===== src/rtl/mdio_c45_pkg.sv =====
package mdio_c45_pkg;

  localparam int FRAME_LEN = 64;
  localparam int TA_BIT    = 46;  // first turnaround bit of a frame
  localparam int DATA_BIT  = 48;  // first data bit of a frame
  localparam int PRE_LEN   = 32;

  localparam int CMD_RD_BIT  = 15;
  localparam int STAT_BUSY   = 31;
  localparam int STAT_ERR    = 30;
  localparam int CFG_LOW_W   = 7;
  localparam int CFG_DIV_LSB = 7;
  localparam logic [CFG_LOW_W-1:0] CFG_LOW_RST = 7'h48;

  typedef enum logic [1:0] {
    OP_ADDR  = 2'b00,
    OP_WRITE = 2'b01,
    OP_READ  = 2'b11
  } op_e;

  typedef enum logic [1:0] {
    REG_CMD  = 2'd0,
    REG_ADDR = 2'd1,
    REG_DATA = 2'd2,
    REG_CFG  = 2'd3
  } reg_e;

  typedef struct packed {
    op_e         op;
    logic [4:0]  prt;
    logic [4:0]  dev;
    logic [15:0] payload;
  } launch_t;

  function automatic logic [FRAME_LEN-1:0] build_frame(launch_t l);
    return {{PRE_LEN{1'b1}}, 2'b00, l.op, l.prt, l.dev, 2'b10, l.payload};
  endfunction

endpackage


===== src/rtl/mdio_c45_clkgen.sv =====
module mdio_c45_clkgen #(
  parameter int DIV_W = 9
) (
  input  logic             clk_i,
  input  logic             rst_ni,
  input  logic             run_i,
  input  logic [DIV_W-1:0] div_i,
  output logic             mdc_o,
  output logic             rise_o,
  output logic             fall_o
);

  logic [DIV_W-1:0] cnt_q;
  logic [DIV_W-1:0] div_eff;
  logic             mdc_q;
  logic             term;

  assign div_eff = (div_i == '0) ? DIV_W'(1) : div_i;
  assign term    = run_i && (cnt_q == div_eff - DIV_W'(1));

  always_ff @(posedge clk_i or negedge rst_ni) begin
    if (!rst_ni) begin
      cnt_q <= '0;
      mdc_q <= 1'b0;
    end else if (!run_i) begin
      cnt_q <= '0;
      mdc_q <= 1'b0;
    end else if (term) begin
      cnt_q <= '0;
      mdc_q <= ~mdc_q;
    end else begin
      cnt_q <= cnt_q + DIV_W'(1);
    end
  end

  assign mdc_o  = mdc_q;
  assign rise_o = term && !mdc_q;
  assign fall_o = term && mdc_q;

  p_toggle_needs_run_r6: assert property (@(posedge clk_i) disable iff (!rst_ni)
    (mdc_q != $past(mdc_q)) |-> $past(run_i));

endmodule


===== src/rtl/mdio_c45_shifter.sv =====
module mdio_c45_shifter
  import mdio_c45_pkg::*;
(
  input  logic        clk_i,
  input  logic        rst_ni,
  input  logic        start_i,
  input  launch_t     launch_i,
  input  logic        rise_i,
  input  logic        fall_i,
  input  logic        mdio_i,
  output logic        busy_o,
  output logic        mdio_o,
  output logic        mdio_oe_o,
  output logic        err_o,
  output logic        rd_done_o,
  output logic [15:0] rd_data_o
);

  localparam int CNT_W = $clog2(FRAME_LEN);

  logic                 busy_q;
  logic                 rd_q;
  logic                 err_q;
  logic [CNT_W-1:0]     cnt_q;
  logic [FRAME_LEN-1:0] sh_q;
  logic [15:0]          data_q;
  logic                 last;

  assign last = fall_i && (cnt_q == CNT_W'(FRAME_LEN - 1));

  always_ff @(posedge clk_i or negedge rst_ni) begin
    if (!rst_ni) begin
      busy_q <= 1'b0;
      rd_q   <= 1'b0;
      err_q  <= 1'b0;
      cnt_q  <= '0;
      sh_q   <= '1;
      data_q <= '0;
    end else if (start_i) begin
      busy_q <= 1'b1;
      rd_q   <= (launch_i.op == OP_READ);
      err_q  <= 1'b0;
      cnt_q  <= '0;
      sh_q   <= build_frame(launch_i);
    end else if (busy_q) begin
      if (fall_i) begin
        if (last) begin
          busy_q <= 1'b0;
        end else begin
          cnt_q <= cnt_q + CNT_W'(1);
          sh_q  <= {sh_q[FRAME_LEN-2:0], 1'b1};
        end
      end
      if (rise_i && rd_q) begin
        if (cnt_q == CNT_W'(TA_BIT + 1)) begin
          err_q <= mdio_i;  // PHY must pull low here
        end else if (cnt_q >= CNT_W'(DATA_BIT)) begin
          data_q <= {data_q[14:0], mdio_i};
        end
      end
    end
  end

  assign busy_o    = busy_q;
  assign mdio_o    = busy_q ? sh_q[FRAME_LEN-1] : 1'b1;
  assign mdio_oe_o = busy_q && !(rd_q && (cnt_q >= CNT_W'(TA_BIT)));
  assign err_o     = err_q;
  assign rd_done_o = busy_q && rd_q && last;
  assign rd_data_o = data_q;

  p_err_clear_on_start_r8: assert property (@(posedge clk_i) disable iff (!rst_ni)
    start_i |=> !err_o);

  p_done_ends_busy_r7: assert property (@(posedge clk_i) disable iff (!rst_ni)
    rd_done_o |=> !busy_o);

endmodule


===== src/rtl/mdio_c45_regs.sv =====
module mdio_c45_regs
  import mdio_c45_pkg::*;
#(
  parameter int DIV_W     = 9,
  parameter int RESET_DIV = 20
) (
  input  logic             clk_i,
  input  logic             rst_ni,
  input  logic             we_i,
  input  logic [1:0]       addr_i,
  input  logic [31:0]      wdata_i,
  output logic [31:0]      rdata_o,
  input  logic             busy_i,
  input  logic             err_i,
  input  logic             rd_done_i,
  input  logic [15:0]      rd_data_i,
  output logic             start_o,
  output launch_t          launch_o,
  output logic [DIV_W-1:0] div_o
);

  logic [4:0]           prt_q, dev_q;
  logic [15:0]          addr_q, data_q;
  logic [CFG_LOW_W-1:0] cfg_low_q;
  logic [DIV_W-1:0]     div_q;
  logic                 idle_we;
  logic [31:0]          status;
  logic                 unused_wdata;

  assign idle_we      = we_i && !busy_i;
  assign unused_wdata = ^wdata_i[31:16];

  always_comb begin
    start_o          = 1'b0;
    launch_o.op      = OP_ADDR;
    launch_o.prt     = prt_q;
    launch_o.dev     = dev_q;
    launch_o.payload = wdata_i[15:0];
    unique case (reg_e'(addr_i))
      REG_ADDR: start_o = idle_we;
      REG_DATA: begin
        launch_o.op = OP_WRITE;
        start_o     = idle_we;
      end
      REG_CMD: begin
        launch_o.op      = OP_READ;
        launch_o.prt     = wdata_i[9:5];
        launch_o.dev     = wdata_i[4:0];
        launch_o.payload = '1;
        start_o          = idle_we && wdata_i[CMD_RD_BIT];
      end
      default: ;
    endcase
  end

  always_ff @(posedge clk_i or negedge rst_ni) begin
    if (!rst_ni) begin
      prt_q     <= '0;
      dev_q     <= '0;
      addr_q    <= '0;
      data_q    <= '0;
      cfg_low_q <= CFG_LOW_RST;
      div_q     <= DIV_W'(RESET_DIV);
    end else if (idle_we) begin
      unique case (reg_e'(addr_i))
        REG_CMD: begin
          prt_q <= wdata_i[9:5];
          dev_q <= wdata_i[4:0];
        end
        REG_ADDR: addr_q <= wdata_i[15:0];
        REG_DATA: data_q <= wdata_i[15:0];
        REG_CFG: begin
          cfg_low_q <= wdata_i[CFG_LOW_W-1:0];
          div_q     <= wdata_i[CFG_DIV_LSB +: DIV_W];
        end
        default: ;
      endcase
    end else if (rd_done_i) begin
      data_q <= rd_data_i;
    end
  end

  always_comb begin
    status                          = '0;
    status[CFG_LOW_W-1:0]           = cfg_low_q;
    status[CFG_DIV_LSB +: DIV_W]    = div_q;
    status[STAT_BUSY]               = busy_i;
    status[STAT_ERR]                = err_i;
  end

  always_comb begin
    unique case (reg_e'(addr_i))
      REG_CMD:  rdata_o = {22'b0, prt_q, dev_q};
      REG_ADDR: rdata_o = {16'b0, addr_q};
      REG_DATA: rdata_o = {16'b0, data_q};
      default:  rdata_o = status;
    endcase
  end

  assign div_o = div_q;

  p_done_only_busy_r4: assert property (@(posedge clk_i) disable iff (!rst_ni)
    rd_done_i |-> busy_i);

endmodule


===== src/rtl/mdio_c45_master.sv =====
module mdio_c45_master
  import mdio_c45_pkg::*;
#(
  parameter int DIV_W     = 9,
  parameter int RESET_DIV = 20
) (
  input  logic        clk_i,
  input  logic        rst_ni,
  input  logic        reg_we_i,
  input  logic [1:0]  reg_addr_i,
  input  logic [31:0] reg_wdata_i,
  output logic [31:0] reg_rdata_o,
  output logic        mdc_o,
  output logic        mdio_o,
  output logic        mdio_oe_o,
  input  logic        mdio_i
);

  logic             busy, err, rd_done, start, rise, fall;
  logic [15:0]      rd_data;
  logic [DIV_W-1:0] div;
  launch_t          launch;

  mdio_c45_regs #(
    .DIV_W    (DIV_W),
    .RESET_DIV(RESET_DIV)
  ) u_regs (
    .clk_i    (clk_i),
    .rst_ni   (rst_ni),
    .we_i     (reg_we_i),
    .addr_i   (reg_addr_i),
    .wdata_i  (reg_wdata_i),
    .rdata_o  (reg_rdata_o),
    .busy_i   (busy),
    .err_i    (err),
    .rd_done_i(rd_done),
    .rd_data_i(rd_data),
    .start_o  (start),
    .launch_o (launch),
    .div_o    (div)
  );

  mdio_c45_clkgen #(
    .DIV_W(DIV_W)
  ) u_clkgen (
    .clk_i (clk_i),
    .rst_ni(rst_ni),
    .run_i (busy),
    .div_i (div),
    .mdc_o (mdc_o),
    .rise_o(rise),
    .fall_o(fall)
  );

  mdio_c45_shifter u_shifter (
    .clk_i    (clk_i),
    .rst_ni   (rst_ni),
    .start_i  (start),
    .launch_i (launch),
    .rise_i   (rise),
    .fall_i   (fall),
    .mdio_i   (mdio_i),
    .busy_o   (busy),
    .mdio_o   (mdio_o),
    .mdio_oe_o(mdio_oe_o),
    .err_o    (err),
    .rd_done_o(rd_done),
    .rd_data_o(rd_data)
  );

  p_hold_while_high_r5: assert property (@(posedge clk_i) disable iff (!rst_ni)
    (mdc_o && $past(mdc_o)) |-> ($stable(mdio_o) && $stable(mdio_oe_o)));

  p_idle_mdc_low_r6: assert property (@(posedge clk_i) disable iff (!rst_ni)
    !busy |-> !mdc_o);

  p_oe_only_busy_r4: assert property (@(posedge clk_i) disable iff (!rst_ni)
    mdio_oe_o |-> busy);

  p_launch_needs_write_r9: assert property (@(posedge clk_i) disable iff (!rst_ni)
    $rose(busy) |-> ($past(reg_we_i) && !$past(busy)));

endmodule


===== config.mk =====
export PLATFORM = sky130hd
export DESIGN_NAME = mdio_c45_master
export DESIGN_NICKNAME = d
export VERILOG_FILES = /design/src/rtl/mdio_c45_pkg.sv /design/src/rtl/mdio_c45_clkgen.sv /design/src/rtl/mdio_c45_shifter.sv /design/src/rtl/mdio_c45_regs.sv /design/src/rtl/mdio_c45_master.sv
export SDC_FILE = /design/constraint.sdc
export NUM_CORES = 1
export LEC_CHECK = 0
export BUFFER_PORTS_ARGS = -buffer_cell sky130_fd_sc_hd__buf_2
export CORE_MARGIN = 2
export CORE_UTILIZATION = 30
export DETAILED_ROUTE_END_ITERATION = 7
export GPL_TIMING_DRIVEN = 0
export SLEW_MARGIN = 25
export SYNTH_ARGS = -nofsm -noshare
export SYNTH_HDL_FRONTEND = slang
export SYNTH_SLANG_ARGS = --single-unit

===== constraint.sdc =====
create_clock -name clk_i -period 8.28 [get_ports clk_i]
set_input_delay 0 -clock clk_i [delete_from_list [all_inputs] [get_ports clk_i]]
set_output_delay 0 -clock clk_i [all_outputs]
set_load 0.03 [all_outputs]

# ---- Yosys cells after proc, flatten, opt, wreduce, memory -nomap -nowiden
# Index checks and enable logic that the tools add are counted.
dict set report op_classes {
  addsub 3
  magnitude_cmp 2
  n_eq_ne 10
  mux 29
  n_bitwise 3
  n_reduce_logical 29
}
# cell n
set ops {}
lappend ops {{2-to-1 mux 64 bit} 4}
lappend ops {{case mux 32 bit (3 select lines)} 1}
lappend ops {{2-to-1 mux 16 bit} 3}
lappend ops {{2-to-1 mux 9 bit} 3}
lappend ops {{2-to-1 mux 26 bit} 1}
lappend ops {{2-to-1 mux 6 bit} 4}
lappend ops {{== test 6 bit, second input constant} 2}
lappend ops {{>= comparator 6 bit, second input constant} 2}
lappend ops {{logical AND 1 bit} 11}
lappend ops {{2-to-1 mux 1 bit} 11}
lappend ops {{nonzero test 2 bit} 5}
lappend ops {{adder 9 x 1 -> 9 bit, second input constant} 1}
lappend ops {{== test 9 bit} 1}
lappend ops {{zero test 9 bit} 1}
lappend ops {{subtractor 9 x 1 -> 9 bit, second input constant} 1}
lappend ops {{AND reduction 2 bit} 4}
lappend ops {{adder 6 x 1 -> 6 bit, second input constant} 1}
lappend ops {{== test 2 bit, second input constant} 3}
lappend ops {{!= test 2 bit, second input constant} 3}
lappend ops {{AND reduction 3 bit} 2}
lappend ops {{AND reduction 5 bit} 1}
lappend ops {{case mux 2 bit (2 select lines)} 1}
lappend ops {{zero test 1 bit} 3}
lappend ops {{NOT 1 bit} 3}
lappend ops {{4 further kinds} 4}
dict set report word_totals {
  reg_bits 157
  inputBits 38
  output_inout_bits 35
  elab_cells 90
}

# ---- Depth between registers and ports, before layout
# Gate-level depths: netlist (run 1).
dict set report depth {
  word_depth 11
  depth_mapped 13
  ltp_nobuf 10
}

# ---- By module
# From an unflattened synthesis (run 1), not the netlist that was laid out.
dict set report hier_totals {
  hier_cells 759
  area_unflattened_um2 8354.3
}
# mod n_inst cells_per_inst area_per_inst_um2 seq_area_each_um2
set by_module_without_submodules {}
lappend by_module_without_submodules {mdio_c45_shifter 1 404 4395.5 2307.2}
lappend by_module_without_submodules {mdio_c45_regs 1 260 3141.8 1456.4}
lappend by_module_without_submodules {mdio_c45_clkgen 1 95 817.0 250.2}

# ---- Worst setup path after synthesis (run 1)
# Ideal clock, no wire load.
dict set report synth_timing {
  kind {register -> register}
  start {register u_regs.div_q[4] (netlist: u_regs.div_o[4])}
  end {register u_shifter.data_q[10] (netlist: u_shifter.rd_data_o[10])}
  setup_ns 0.125
  t_arrival_ns 3.440
  t_required_ns 8.155
  slack_ns 4.715
  path_stages_with_launch 13
  path_buffers 2
  period_less_slack_ns 3.565
  path_cell_list {dfstp_2 -> nor2_1 -> a41oi_1 -> ha_1 -> or4b_4 -> or2_0 -> a32o_1 -> a2111oi_4 -> and3_1 -> buf_4 -> nand3_4 -> buf_6 -> mux2_4}
}
dict set report synth_between {
  elab_chain_len 8
}
# item line
set synth_lines {}
lappend synth_lines {{start: declaration} mdio_c45_regs.sv:25} ;# logic [DIV_W-1:0] div_q;
lappend synth_lines {{start signal: assignment} mdio_c45_regs.sv:63} ;# div_q <= DIV_W'(RESET_DIV);
lappend synth_lines {{start signal: assignment} mdio_c45_regs.sv:74} ;# div_q <= wdata_i[CFG_DIV_LSB +: DIV_W];
lappend synth_lines {{zero test 9 bit} mdio_c45_clkgen.sv:18} ;# assign div_eff = (div_i == '0) ? DIV_W'(1) : div_i;
lappend synth_lines {{2-to-1 mux 9 bit (*)} mdio_c45_clkgen.sv:18}
lappend synth_lines {{subtractor 9 x 1 -> 9 bit (*)} mdio_c45_clkgen.sv:19} ;# assign term = run_i && (cnt_q == div_eff - DIV_W'(1));
lappend synth_lines {{== test 9 bit (*)} mdio_c45_clkgen.sv:19}
lappend synth_lines {{logical AND 1 bit (*)} mdio_c45_clkgen.sv:19}
lappend synth_lines {{logical AND 1 bit (*)} mdio_c45_clkgen.sv:37} ;# assign rise_o = term && !mdc_q;
lappend synth_lines {{logical AND 1 bit (*)} mdio_c45_shifter.sv:54} ;# if (rise_i && rd_q) begin
lappend synth_lines {{AND reduction 5 bit (no line) (*)} -}
lappend synth_lines {{end signal: assignment} mdio_c45_shifter.sv:58} ;# data_q <= {data_q[14:0], mdio_i};
lappend synth_lines {{end: declaration} mdio_c45_shifter.sv:26} ;# logic [15:0] data_q;
# Mark *: on every way between the ends. The rest lies on a longest branch, timed or not.
# A chain may end at the register's enable or synchronous reset.

# ---- Worst setup path after layout (run 1)
dict set report layout_timing {
  start {register u_regs.div_q[4] (netlist: u_regs.div_o[4])}
  end {register u_regs.data_q[14]}
}
dict set report layout_between {
  elab_chain_len 10
}
# item line
set layout_lines {}
lappend layout_lines {{zero test 9 bit} mdio_c45_clkgen.sv:18}
lappend layout_lines {{2-to-1 mux 9 bit (*)} mdio_c45_clkgen.sv:18}
lappend layout_lines {{subtractor 9 x 1 -> 9 bit (*)} mdio_c45_clkgen.sv:19}
lappend layout_lines {{== test 9 bit (*)} mdio_c45_clkgen.sv:19}
lappend layout_lines {{logical AND 1 bit (*)} mdio_c45_clkgen.sv:19}
lappend layout_lines {{logical AND 1 bit (*)} mdio_c45_clkgen.sv:38} ;# assign fall_o = term && mdc_q;
lappend layout_lines {{logical AND 1 bit (*)} mdio_c45_shifter.sv:29} ;# assign last = fall_i && (cnt_q == CNT_W'(FRAME_LEN - 1));
lappend layout_lines {{logical AND 1 bit (*)} mdio_c45_shifter.sv:68} ;# assign rd_done_o = busy_q && rd_q && last;
lappend layout_lines {{nonzero test 2 bit (no line) (*)} -}
lappend layout_lines {{AND reduction 2 bit (no line) (*)} -}
lappend layout_lines {{end signal: assignment} mdio_c45_regs.sv:71} ;# REG_DATA: data_q <= wdata_i[15:0];
lappend layout_lines {{end signal: assignment} mdio_c45_regs.sv:79} ;# data_q <= rd_data_i;
lappend layout_lines {{end: declaration} mdio_c45_regs.sv:23} ;# logic [15:0] addr_q, data_q;
# Marked as above.

==> metrics.md, run 1 <==
| Metric | Value |
|---|---|
| Largest net degree at the start of global routing | 93 |
| Number of routed nets with antenna violations | 0 |
| Setup Fix Bufs, Post-CTS | 0 |
| Port buffer count | 42 |
| Critical path endpoint category | register |
| Vias in the first global route | about 5.7k |
| Initial Utilization | 30.6% |
| # DRC | 0 |
| Mean Syn Cell Area | approximately 11 sq um |
| Max FO, Critical Path | 10 |
| DIE HEIGHT | 164 microns |
| Register area share after synthesis | 52.1% |
| Skew final | 11.1 ps |
| Slew @ Worst Pin | 779 ps |
| Fraction of registers with async set/reset | 100% |
| Reg2reg start | u_regs.div_o[4]$_DFFE_PN1P_ |
| Post-synth cell types | 51 |
| GR Overflow Total | 0 |
| Std cell rows | 58 |
| Initial DRC Count | about 400 |
| Highest clock rate | 230 MHz |
| Crit path time final | 4340 ps |
| Nets | around 860 |
| Pins Over Slew Limit | 0 |
| Clock sinks | 157 |
| Lkg Pwr | 4.13 nW |
| HPWL Detailed | 12,900 microns |
| FF-to-FF setup slack | approximately 4000 ps |
| Worst endpoint required time | 8640 ps |
| Setup crit start kind | register |
| Resized cells post-CTS | 0 |
| Type of the worst min-delay path | in -> async |
| Initial antenna violation count | 0 |
| Share of post-route cells with drive strength above 1 | 28.0% |
| Maxcap violations | 0 |
| Die Wd | ~160 microns |
| Worst r2r path cells | 11 |
| RSZ-0062 raised after global routing | no |
| Status | finished clean |
| Total CTS buffers | 17 |
| Detailed Routing Iterations Pass 1 | 4 |
| DR vias | ~5.7k |
| Die ar. | approximately 0.027 sq mm |
| Vias per cell | 4.95 |
| Final worst-path cycle share | roughly 52% |
| Fin Hold WS | 151 ps |
| Most frequent cells in the layout | nand2_1, dfrtp_1, dfstp_2, buf_2, mux2_2 |
| Root buffer cell | clkbuf_16 |
| Worst-path clk slew | 60 ps |
| CTS H-tree depth | 4 |
| Wire per inst | 15.9 microns |
| Top-Level Pins | 73 |
| Cell count after synthesis | 720 |
| Synth-to-layout area growth | 19.7% |
| Total track usage | between 10 and 15% |
| Commonest non-fill, non-tap cell in the layout | nand2_1 |
| Ys flop type | dfrtp_1 |
| Total routed wirelength | between 15,000 and 20,000 microns |
| Setup TNS Final | 0 ps |
| Synthesized area | 0.00771 sq mm |
| Core area | roughly 0.025 sq mm |
| CTS Buffer Depth | 2 |
| Crit path kind | reg -> reg |
| Final setup vio count | 0 |
| ANT cells | 0 |
| EDFF count, synth | 0 |
| Insertion delay to the later sink of the worst-skew pair | around 420 ps |
| CTS tree | built |
| Maximum vdd drop | 0.000194 V |
| Reg-to-reg critical path endpoint | u_regs.data_q[14]$_DFFE_PN0P_ |
| Register bit total from synthesis | 157 |
| First-pass GRT wire length | 31,000 microns |
| RePlAce Congestion | 0.794 |
| Data arrival time of the critical path | 4700 ps |
| Fin. Hold Viols | 0 |
| YS warnings | 0 |
| Slew headroom | 48.1% |
| Pwr dens | 305 mW/mm^2 |
==> sequential cells by signal, indices dropped and copies added (netlist names), 6 cells and up <==
register and cells:
u_regs.div_o 9, u_shifter.rd_data_o 16, u_shifter.cnt_q 6, u_shifter.sh_q 64, u_regs.addr_q 16, u_regs.data_q 16, u_regs.cfg_low_q 7, u_clkgen.cnt_q 9
==> cell type report <==
cell class                 instances  area, sq um
tap                              330          413
sequential                       157         4010
clock inverter                    10          164
buffer                            65          322
fill                            2493        16000
clock buffer                      22          464
multi-input combinational        492         3350
inverter                          19         71.3
timing repair buffer              61          428
==> what timing repair did <==
action,4_1_cts,5_1_grt
endpoints found under the hold margin,126,0
endpoints found under the setup margin,0,0
hold buffers,18,0
==> critical path, cell delays in order (launching register included) <==
cell and delay, ps:
dfstp_2 590, nor2_1 110, a41oi_1 340, ha_1 300
or4b_4 520, or2_0 250, a32o_1 260, a2111oi_4 430
nand4_1 540, nand2_1 490, buf_2 310, o21a_1 150
==> cells by family after synthesis <==
logic type | share of synthesized area [%]
mux | 13.8
flops | 52.1
compound gates | 12.2
simple gates | 14.0
fa+ha+maj | 1.30
other cells | 0.0486
buf+inv | 5.10
xor+xnor | 1.59
==> Yosys cell counts (4+ instances only) <==
master / number / area (sq um)
a21oi_1: 32 / 160
a222oi_1: 10 / 100
a22oi_1: 15 / 113
a31oi_1: 15 / 93.8
and2_1: 4 / 25.0
buf_2: 11 / 55.1
buf_4: 15 / 113
clkbuf_1: 38 / 143
dfrtp_1: 89 / 2230
dfstp_2: 68 / 1790
ha_1: 8 / 100
inv_1: 19 / 71.3
mux2_2: 48 / 541
mux2_4: 10 / 150
mux2i_1: 37 / 370
nand2_1: 107 / 402
nand3_1: 40 / 200
nand4_1: 8 / 50.1
nor2_1: 19 / 71.3
nor2b_1: 4 / 25.0
nor3_1: 25 / 125
nor4_1: 5 / 31.3
o21a_1: 18 / 135
o21ai_0: 9 / 45.0
o22a_1: 16 / 140
or3_1: 6 / 37.5
xnor2_1: 5 / 43.8
xor2_1: 9 / 78.8
==> per-stage QoR <==
stage          util [%]  area [sq um]  std cells  total power [W]  setup WS (ps)
2_1_floorplan         -          7760        733          0.00176           4710
3_3_place_gp       33.3          8380       1105          0.00196           3990
3_5_place_dp       33.4          8420       1106          0.00199           3990
4_1_cts            36.6          9230       1156          0.00283           3950
5_1_grt            36.6          9230       1156          0.00299           3640
6_report           36.6          9230       1156          0.00281           3940
==> report_power, final <==
group	switching [W]	total (W)	internal (W)
combinational	0.000420	0.000759	0.000338
sequential	0.000171	0.00123	0.00105
clock	0.000308	0.000829	0.000521
total	0.000899	0.00281	0.00191
==> how the worst max path moves through the flow <==
stage	start	end	cells past startpoint
floorplan	u_regs.div_o[4]$_DFFE_PN1P_	u_shifter.rd_data_o[10]$_DFFE_PN0P_	12
global placement	u_regs.div_o[4]$_DFFE_PN1P_	u_regs.data_q[5]$_DFFE_PN0P_	11
detailed placement	u_regs.div_o[4]$_DFFE_PN1P_	u_regs.data_q[5]$_DFFE_PN0P_	11
CTS	u_regs.div_o[4]$_DFFE_PN1P_	u_regs.data_q[5]$_DFFE_PN0P_	11
global route	u_regs.div_o[8]$_DFFE_PN0P_	u_regs.data_q[8]$_DFFE_PN0P_	11
finish	u_regs.div_o[4]$_DFFE_PN1P_	u_regs.data_q[14]$_DFFE_PN0P_	11
==> metal layers <==
metal  vias to the layer above  GRT usage, %  routed length (microns)
li1                       2719             -                        -
met2                       120          23.4                     8970
met1                      2864          19.9                     8530
met5                         -             0                        0
met4                         0          4.55                      293
met3                        22          2.32                      627
No activity file was read; power rests on OpenSTA's default activity.
==> run 2: changes to the inputs <==
Settings changed: ABC_AREA from default to 1.
Clock period 8.28 ns to 4.1 ns, I/O delays scaled along.
==> run 2 against run 1 <==
Non-clock buffer count is 6 higher. Worst setup slack worse by 3000 ps. Sequential power is 110% higher. Utilization is 0.16 points lower. Critical path depth is 9 higher. First-iteration DRC count is 44% higher. Global-route usage is 2.0 points higher. Via count is 23% higher. Routed wire length is 23% higher. Final cell count is 25% higher. Synthesized cell count is 39% higher.
==> metrics.md, run 2 <==
| Metric | Value |
|---|---|
| Most flops, register | u_shifter.sh_q |
| GR Overflow Total | 0 (unchanged) |
| Wire per inst | 15.7 microns (-1.6%) |
| Internal Pwr Total | 0.00376 W (+96%) |
| Die Wd | 168 microns (+2.2%) |
| Synth Area in Compound Gates | 11.0% (-1.2 points) |
| Fraction of registers with async set/reset | 100% (unchanged) |
| Number of routed nets with antenna violations | 0 (unchanged) |
| Total CTS buffers | 17 (unchanged) |
| Critical path endpoint category | register |
| Detailed Routing Iterations Pass 1 | 5 (+1) |
| Post-synthesis mux area share | 0% (-14 points) |
| Synthesized area | 0.00806 sq mm (+4.5%) |
| Placed cell count | 1,391 (+26%) |
| Synth area leader | dfrtp_1 |
| Initial antenna violation count | 0 (unchanged) |
| Top cell type's share of synthesized area | 27.6% (-1.2 points) |
| Cell family with most CP delay | simple AND/OR/NAND/NOR gates |
| Largest net degree at the start of global routing | 65 (-30%) |
| Most frequent cell after synthesis | nand2_1 |
| CTS H-tree depth | 4 (unchanged) |
| Post-synth cell types | 39 (-24%) |
| Pins Over Slew Limit | 0 (unchanged) |
| Top-Level Pins | 73 (unchanged) |
| Synthesized-area fraction occupied by adder cells | 1.24% (-0.056 points) |
| Die ar. | 0.0282 sq mm (+4.4%) |
| Final setup vio count | 0 (unchanged) |
| HPWL Detailed | 16,500 microns (+28%) |
| Skew final | 14.6 ps (+3.45 ps) |
| Final worst slack | 960 ps (-2980 ps) |
| Synth-to-layout area growth | 18.7% |
| RSZ-0062 raised after global routing | no |
| Insertion delay to the later sink of the worst-skew pair | 440 ps (+20 ps) |
| Type of the worst min-delay path | in -> async |
| Worst-path clk slew | 70 ps (about the same) |
| RePlAce Congestion | 0.899 (+13%) |
| Final worst-path cycle share | 76.6% (+24 points) |
| Clock sinks | 157 (unchanged) |
| Port buffer count | 42 (unchanged) |
| Total routed wirelength | 22,600 microns (+23%) |
| Slew headroom | 32.5% (-16 points) |
| Net Sw Frac | 35.6% (+3.6 points) |
| Vias in the first global route | 6,620 (+15%) |
| Sw Pwr | 0.00208 W (+130%) |
| Commonest non-fill, non-tap cell in the layout | nand2_1 |
| First-pass GRT wire length | 36,400 microns (+17%) |
| DR vias | 7,063 (+23%) |
| Bufs and invs on worst path | 3 (+2) |
| Initial DRC Count | 570 (+44%) |
| Pwr dens | 611 mW/mm^2 (+100%) |
| Register bit total from synthesis | 157 (unchanged) |
| Combinational power share | 28.1% (+1.1 points) |
| Cell count after synthesis | 999 (+39%) |
| Area of the multi-input gates | 0.00342 sq mm (+2.1%) |
| Crit path time final | 3140 ps (-1200 ps) |
| Share of post-route cells with drive strength above 1 | 20.2% (-7.8 points) |
| Most frequent cells in the layout | nand2_1, nand3_1, dfrtp_1, inv_1, o21ai_0 |
| Power consumption | 0.00584 W (+110%) |
| Nets | 1,139 (+33%) |
| Worst endpoint required time | 4430 ps (-4210 ps) |
| Ys flop type | dfrtp_1 |
| Synth top area cells | dfrtp_1, dfstp_2, nand2_1, nand3_1, o21ai_0 |
| Part of the power in registers | 44.8% (+1.2 points) |
| Largest register FFs | 64 (unchanged) |
| YS warnings | 0 (unchanged) |
| Data arrival time of the critical path | 3470 ps (-1230 ps) |
| ANT cells | 0 (unchanged) |
| Worst-path cell chain | nor2_1 -> nand3_1 -> o21bai_1 -> inv_1 -> ha_1 -> inv_1 -> nand2_1 -> nand3_1 -> nand2_1 -> nor2_1 -> nand3_1 -> nor2_1 -> nand3_1 -> nor2_2 -> nand2_4 -> nor2_4 -> nand2_2 -> buf_6 -> nand2_1 -> o21ai_2 |
| Clock share of power | 27.2% (-2.3 points) |
| Root buffer cell | clkbuf_16 |
| Slew @ Worst Pin | 1000 ps (+226 ps) |
| Status | finished clean |
| Vias per cell | 4.90 (-1.0%) |
| Maximum vdd drop | 0.000328 V (+69%) |
| Largest stage delay, worst path | 460 ps (-130 ps) |
| Crit path kind | reg -> reg |
| Core area | 0.0262 sq mm (+4.1%) |
| Setup TNS Final | 0 ps (unchanged) |
| XOR/XNOR share of the synthesized area | 1.09% (-0.50 points) |
| Resized cells post-CTS | 0 (unchanged) |
| CP dominant cell by count | nand3_1 |
| Fin. Hold Viols | 0 (unchanged) |
| Highest clock rate | 318 MHz (+38%) |
| Post-synthesis simple-gate area fraction | 28.5% (+15 points) |
| Finished Core Util | 36.5% (-0.16 points) |
| Reg area | 0.00401 sq mm (unchanged) |
| Max FO, Critical Path | 10 (unchanged) |
| Mean Syn Cell Area | 8.07 sq um (-25%) |
| Largest family of logic cells by synthesized area | simple AND/OR/NAND/NOR gates |
| # DRC | 0 (unchanged) |
| Lkg Pwr | 4.64 nW (+12%) |
| Initial Utilization | 30.7% (+0.13 points) |
| Total track usage | 16.5% (+2.0 points) |
| Setup WS pre-CTS | 967 ps (-3020 ps) |
| DIE HEIGHT | 168 microns (+2.2%) |
| CTS tree | built |
| EDFF count, synth | 0 (unchanged) |
| Crit-path slowest cell | dfrtp_1 |
| Std cell rows | 59 (+1.7%) |
| Fillers | 2,708 (+8.6%) |
| Register area share after synthesis | 49.8% (-2.2 points) |
| Most frequent cells after synthesis | nand2_1, nand3_1, dfrtp_1 |
| CTS Buffer Depth | 2 (unchanged) |
| Maxcap violations | 0 (unchanged) |
| Post-Layout Cell Count | 1,441 (+25%) |
| Setup crit start kind | register |
run 2: what timing repair did:
| action | in CTS | in global routing |
|---|---|---|
| hold buffers | 18 | 0 |
| buffers inserted | 0 | 0 |
| endpoints found under the hold margin | 127 | 0 |
run 2: path summary, 6_finish.rpt:
path	start	end	slack, ps	cells after the start
min	rst_ni	u_clkgen.cnt_q[8]$_DFF_PN0_	50	2
max reg2reg	u_regs.div_o[3]$_DFFE_PN0P_	u_shifter.rd_data_o[7]$_DFFE_PN0P_	960	20
max	u_regs.div_o[3]$_DFFE_PN0P_	u_shifter.rd_data_o[7]$_DFFE_PN0P_	960	20
min in group clk_i	reg_addr_i[1]	u_regs.cfg_low_q[6]$_DFFE_PN1P_	110	5
min reg2reg	u_shifter.sh_q[63]$_DFFE_PN1P_	u_shifter.sh_q[63]$_DFFE_PN1P_	480	2
max in group asynchronous	rst_ni	u_shifter.sh_q[49]$_DFFE_PN1P_	3040	4
run 2: area by class of cell:
type | instances | share of cell area [%]
well taps | 335 | 4.38
flip-flops and latches | 157 | 42.0
plain buffers | 70 | 3.99
clock inverters | 15 | 1.62
repair buffers | 62 | 4.76
multi-input cells | 708 | 35.8
clock buffers | 17 | 4.45
inverters | 77 | 3.02
run 2: worst reg2reg max path: cells and delay by family, from the launching register on:
family,cells,cell delay [ps]
flip-flops,1,460
adder cells (fa/ha/maj),1,270
buffers and inverters,3,410
AO/OA/AOI/OAI,2,290
AND/OR/NAND/NOR,14,1590
run 2: metrics by stage:
| stage | area [sq um] | hold WS, ps |
|---|---|---|
| after floorplan | 8110 | -296 |
| after CTS | 9560 | 70.7 |
| after global placement | 8740 | 326 |
| after detailed placement | 8800 | -67.2 |
| after global routing | 9560 | 85.8 |
| final | 9560 | 54.2 |
run 2: metal layers:
metal / up-vias / wire, microns / track usage [%]
met3: 36 / 1410 / 3.13
met4: 0 / 584 / 5.71
li1: 3421 / - / -
met2: 229 / 9940 / 24.7
met1: 3377 / 10700 / 23.9
met5: - / 0 / 0
run 2: power groups by stage:
stage | combinational [W] | sequential, W | clock [W]
2_1_floorplan | 0.00125 | 0.00253 | 0
3_3_place_gp | 0.00159 | 0.00261 | 0
3_5_place_dp | 0.00162 | 0.00263 | 0
4_1_cts | 0.00165 | 0.00261 | 0.00161
5_1_grt | 0.00187 | 0.00269 | 0.00168
6_report | 0.00164 | 0.00261 | 0.00159
run 2: cells by family (layout without fill, tap and decap cells):
logic type / Yosys count / after routing
simple gates: 522 / 522
flops: 157 / 157
compound gates: 154 / 154
buf+inv: 147 / 241
xor+xnor: 10 / 10
fa+ha+maj: 8 / 8
other cells: 1 / 14
==> run 3: changes to the inputs <==
Settings changed: ABC_AREA 1 to 0.
Clock period 4.1 ns to 3 ns, I/O delays scaled along.
==> run 3 against run 2 <==
Critical path depth fell by 9. Non-clock buffer count rose by 39. The flow now finishes with violations (negative setup slack). Hold slack improved by 130 ps. Critical path type unchanged. Critical endpoint is now u_shifter.rd_data_o[6]$_DFFE_PN0P_.
==> metrics.md, run 3 (synthesis results as in run 1) <==
| Metric | Value |
|---|---|
| Total routed wirelength | 20,500 microns (-9.4%) |
| Final setup vio count | 114 (+114) |
| Max FO, Critical Path | 5 (-5) |
| Highest clock rate | 290 MHz (-9.0%) |
| Share of post-route cells with drive strength above 1 | 45.9% (+26 points) |
| Critical path endpoint category | register |
| Largest net degree at the start of global routing | 86 (+32%) |
| Port buffer count | 42 (unchanged) |
| Worst-path cell chain | inv_2 -> a41oi_2 -> ha_2 -> or4b_4 -> or2_0 -> a32o_2 -> a2111oi_4 -> and3_4 -> nand3_4 -> buf_12 -> mux2_4 |
| DIE HEIGHT | 164 microns (-2.1%) |
| Pins Over Slew Limit | 0 (unchanged) |
| Detailed Routing Iterations Pass 1 | 5 (unchanged) |
| Cell family with most CP delay | simple AND/OR/NAND/NOR gates |
| Setup crit start kind | register |
| First-pass GRT wire length | 32,500 microns (-11%) |
| Root buffer cell | clkbuf_16 |
| Worst endpoint required time | 3310 ps (-1120 ps) |
| HPWL Detailed | 12,800 microns (-22%) |
| Wire per inst | 17.1 microns (+8.8%) |
| CTS Buffer Depth | 2 (unchanged) |
| CTS tree | built |
| Die ar. | 0.0270 sq mm (-4.2%) |
| Net Sw Frac | 34.2% (-1.4 points) |
| Pwr dens | 781 mW/mm^2 (+28%) |
| Crit path time final | 3450 ps (+310 ps) |
| Number of routed nets with antenna violations | 0 (unchanged) |
| Nets | 904 (-21%) |
| Clock sinks | 157 (unchanged) |
| Initial antenna violation count | 0 (unchanged) |
| Sw Pwr | 0.00283 W (+36%) |
| Vias in the first global route | 6,055 (-8.5%) |
| Final worst slack | -450 ps (-1410 ps) |
| Most frequent cells in the layout | dfrtp_1, dfstp_2, nand2_1, mux2_2, buf_2 |
| # DRC | 0 (unchanged) |
| Total CTS buffers | 17 (unchanged) |
| Slew headroom | 29.0% (-3.5 points) |
| Commonest non-fill, non-tap cell in the layout | dfrtp_1 |
| Vias per cell | 5.00 (+2.0%) |
| Clock share of power | 25.8% (-1.4 points) |
| Maxcap violations | 0 (unchanged) |
| Slew @ Worst Pin | 1060 ps (+60.3 ps) |
| Initial DRC Count | 401 (-30%) |
| Synth-to-layout area growth | 37.3% |
| GRT Max-Usage Layer | met2 |
| Largest register FFs | 64 (unchanged) |
| Total track usage | 15.4% (-1.2 points) |
| Data arrival time of the critical path | 3760 ps (+290 ps) |
| Status | finished with violations |
| Top-Level Pins | 73 (unchanged) |
| Global routing met1 resource utilization | 20.2% (-3.7 points) |
| ANT cells | 0 (unchanged) |
| GR Overflow Total | 0 (unchanged) |
| FF-to-FF setup slack | -450 ps (-1410 ps) |
| Die Wd | 164 microns (-2.1%) |
| Lkg Pwr | 4.54 nW (-2.1%) |
| Maximum vdd drop | 0.000465 V (+42%) |
| Initial Utilization | 30.6% (-0.13 points) |
| Std cell rows | 58 (-1.7%) |
| Met3 Track Usage GR | 2.60% (-0.53 points) |
| Setup TNS Final | -41,810 ps (-41,810 ps) |
| Core area | 0.0252 sq mm (-3.9%) |
| Internal Pwr Total | 0.00544 W (+45%) |
| Crit path kind | reg -> reg |
| Finished Core Util | 42.0% (+5.6 points) |
| Fin. Hold Viols | 0 (unchanged) |
| CTS H-tree depth | 4 (unchanged) |
| Type of the worst min-delay path | in -> reg |
| Failing checks | negative setup slack |
| DR vias | 6,007 (-15%) |
| Part of the power in registers | 41.6% (-3.2 points) |
| Combinational power share | 32.6% (+4.5 points) |
| Skew final | 9.19 ps (-5.39 ps) |
| Most flops, register | u_shifter.sh_q |
| Largest stage delay, worst path | 540 ps (+80 ps) |
| Final worst-path cycle share | 115% (+38 points) |
| GR Layer Usage met2 | 25.7% (+0.97 points) |
| Insertion delay to the later sink of the worst-skew pair | 420 ps (-20 ps) |
| RePlAce Congestion | 0.782 (-13%) |
| RSZ-0062 raised after global routing | yes |
| Bufs and invs on worst path | 2 (-1) |
| Worst-path clk slew | 60 ps (about the same) |
| Crit-path slowest cell | dfstp_2 |
## run 3: final timing paths
| check | from | to | cells after the start |
|---|---|---|---|
| worst max-delay path | u_regs.div_o[2]$_DFFE_PN1P_ | u_shifter.rd_data_o[6]$_DFFE_PN0P_ | 11 |
| worst min-delay path | reg_we_i | u_shifter.cnt_q[5]$_DFFE_PN0P_ | 5 |
| worst max register to register | u_regs.div_o[2]$_DFFE_PN1P_ | u_shifter.rd_data_o[6]$_DFFE_PN0P_ | 11 |
| worst min register to register | u_shifter.sh_q[30]$_DFFE_PN1P_ | u_shifter.sh_q[30]$_DFFE_PN1P_ | 2 |
| max in group asynchronous | rst_ni | u_regs.cfg_low_q[6]$_DFFE_PN1P_ | 3 |
| min in group asynchronous | rst_ni | u_clkgen.cnt_q[8]$_DFF_PN0_ | 2 |
## run 3: worst min-delay path, cell delays in order
cell	delay (ps)
buf_2	110
nand2b_1	100
nor3_1	90
nor2_1	100
a31o_2	150
## run 3: area by class of cell
| class | count | area [sq um] |
|---|---|---|
| fillers | 2384 | 14600 |
| flip-flops and latches | 157 | 4020 |
| well taps | 330 | 413 |
| multi-input cells | 492 | 4010 |
| inverters | 19 | 71.3 |
| clock inverters | 13 | 143 |
| clock buffers | 19 | 433 |
| repair buffers | 108 | 1040 |
| plain buffers | 63 | 458 |
## run 3: repair_timing
action	in CTS	in global routing
gates cloned	11	2
pin swaps	29	19
endpoints found under the setup margin	114	114
gates resized for setup	128	66
setup buffers	23	16
endpoints found under the hold margin	139	0
hold buffers	18	0
## run 3: metrics by stage
step                std cells  total power (W)  cell area (sq um)  hold WS (ps)  worst slack (ps)
finish                   1201          0.00827              10600           182              -450
global route             1201          0.00871              10600           212              -531
CTS                      1189          0.00798              10200           153              -456
detailed placement       1106          0.00552               8520          59.0             -1150
global placement         1105          0.00546               8480           317             -1090
floorplan                 733          0.00489               7860          -296              -348
## run 3: layer usage
metal	vias to the layer above	wire [microns]	share of wire, %
li1	2831	-	-
met1	3023	9160	45
met2	132	10300	50
met3	21	716	3.5
met4	0	320	1.6
met5	-	0	0
## run 3: power by group through the flow
stage | clock network [W] | registers, W | logic, W
floorplan | 0 | 0.00326 | 0.00163
global placement | 0 | 0.00339 | 0.00207
detailed placement | 0 | 0.00341 | 0.00211
CTS | 0.00217 | 0.00340 | 0.00241
global route | 0.00225 | 0.00352 | 0.00294
finish | 0.00213 | 0.00344 | 0.00270
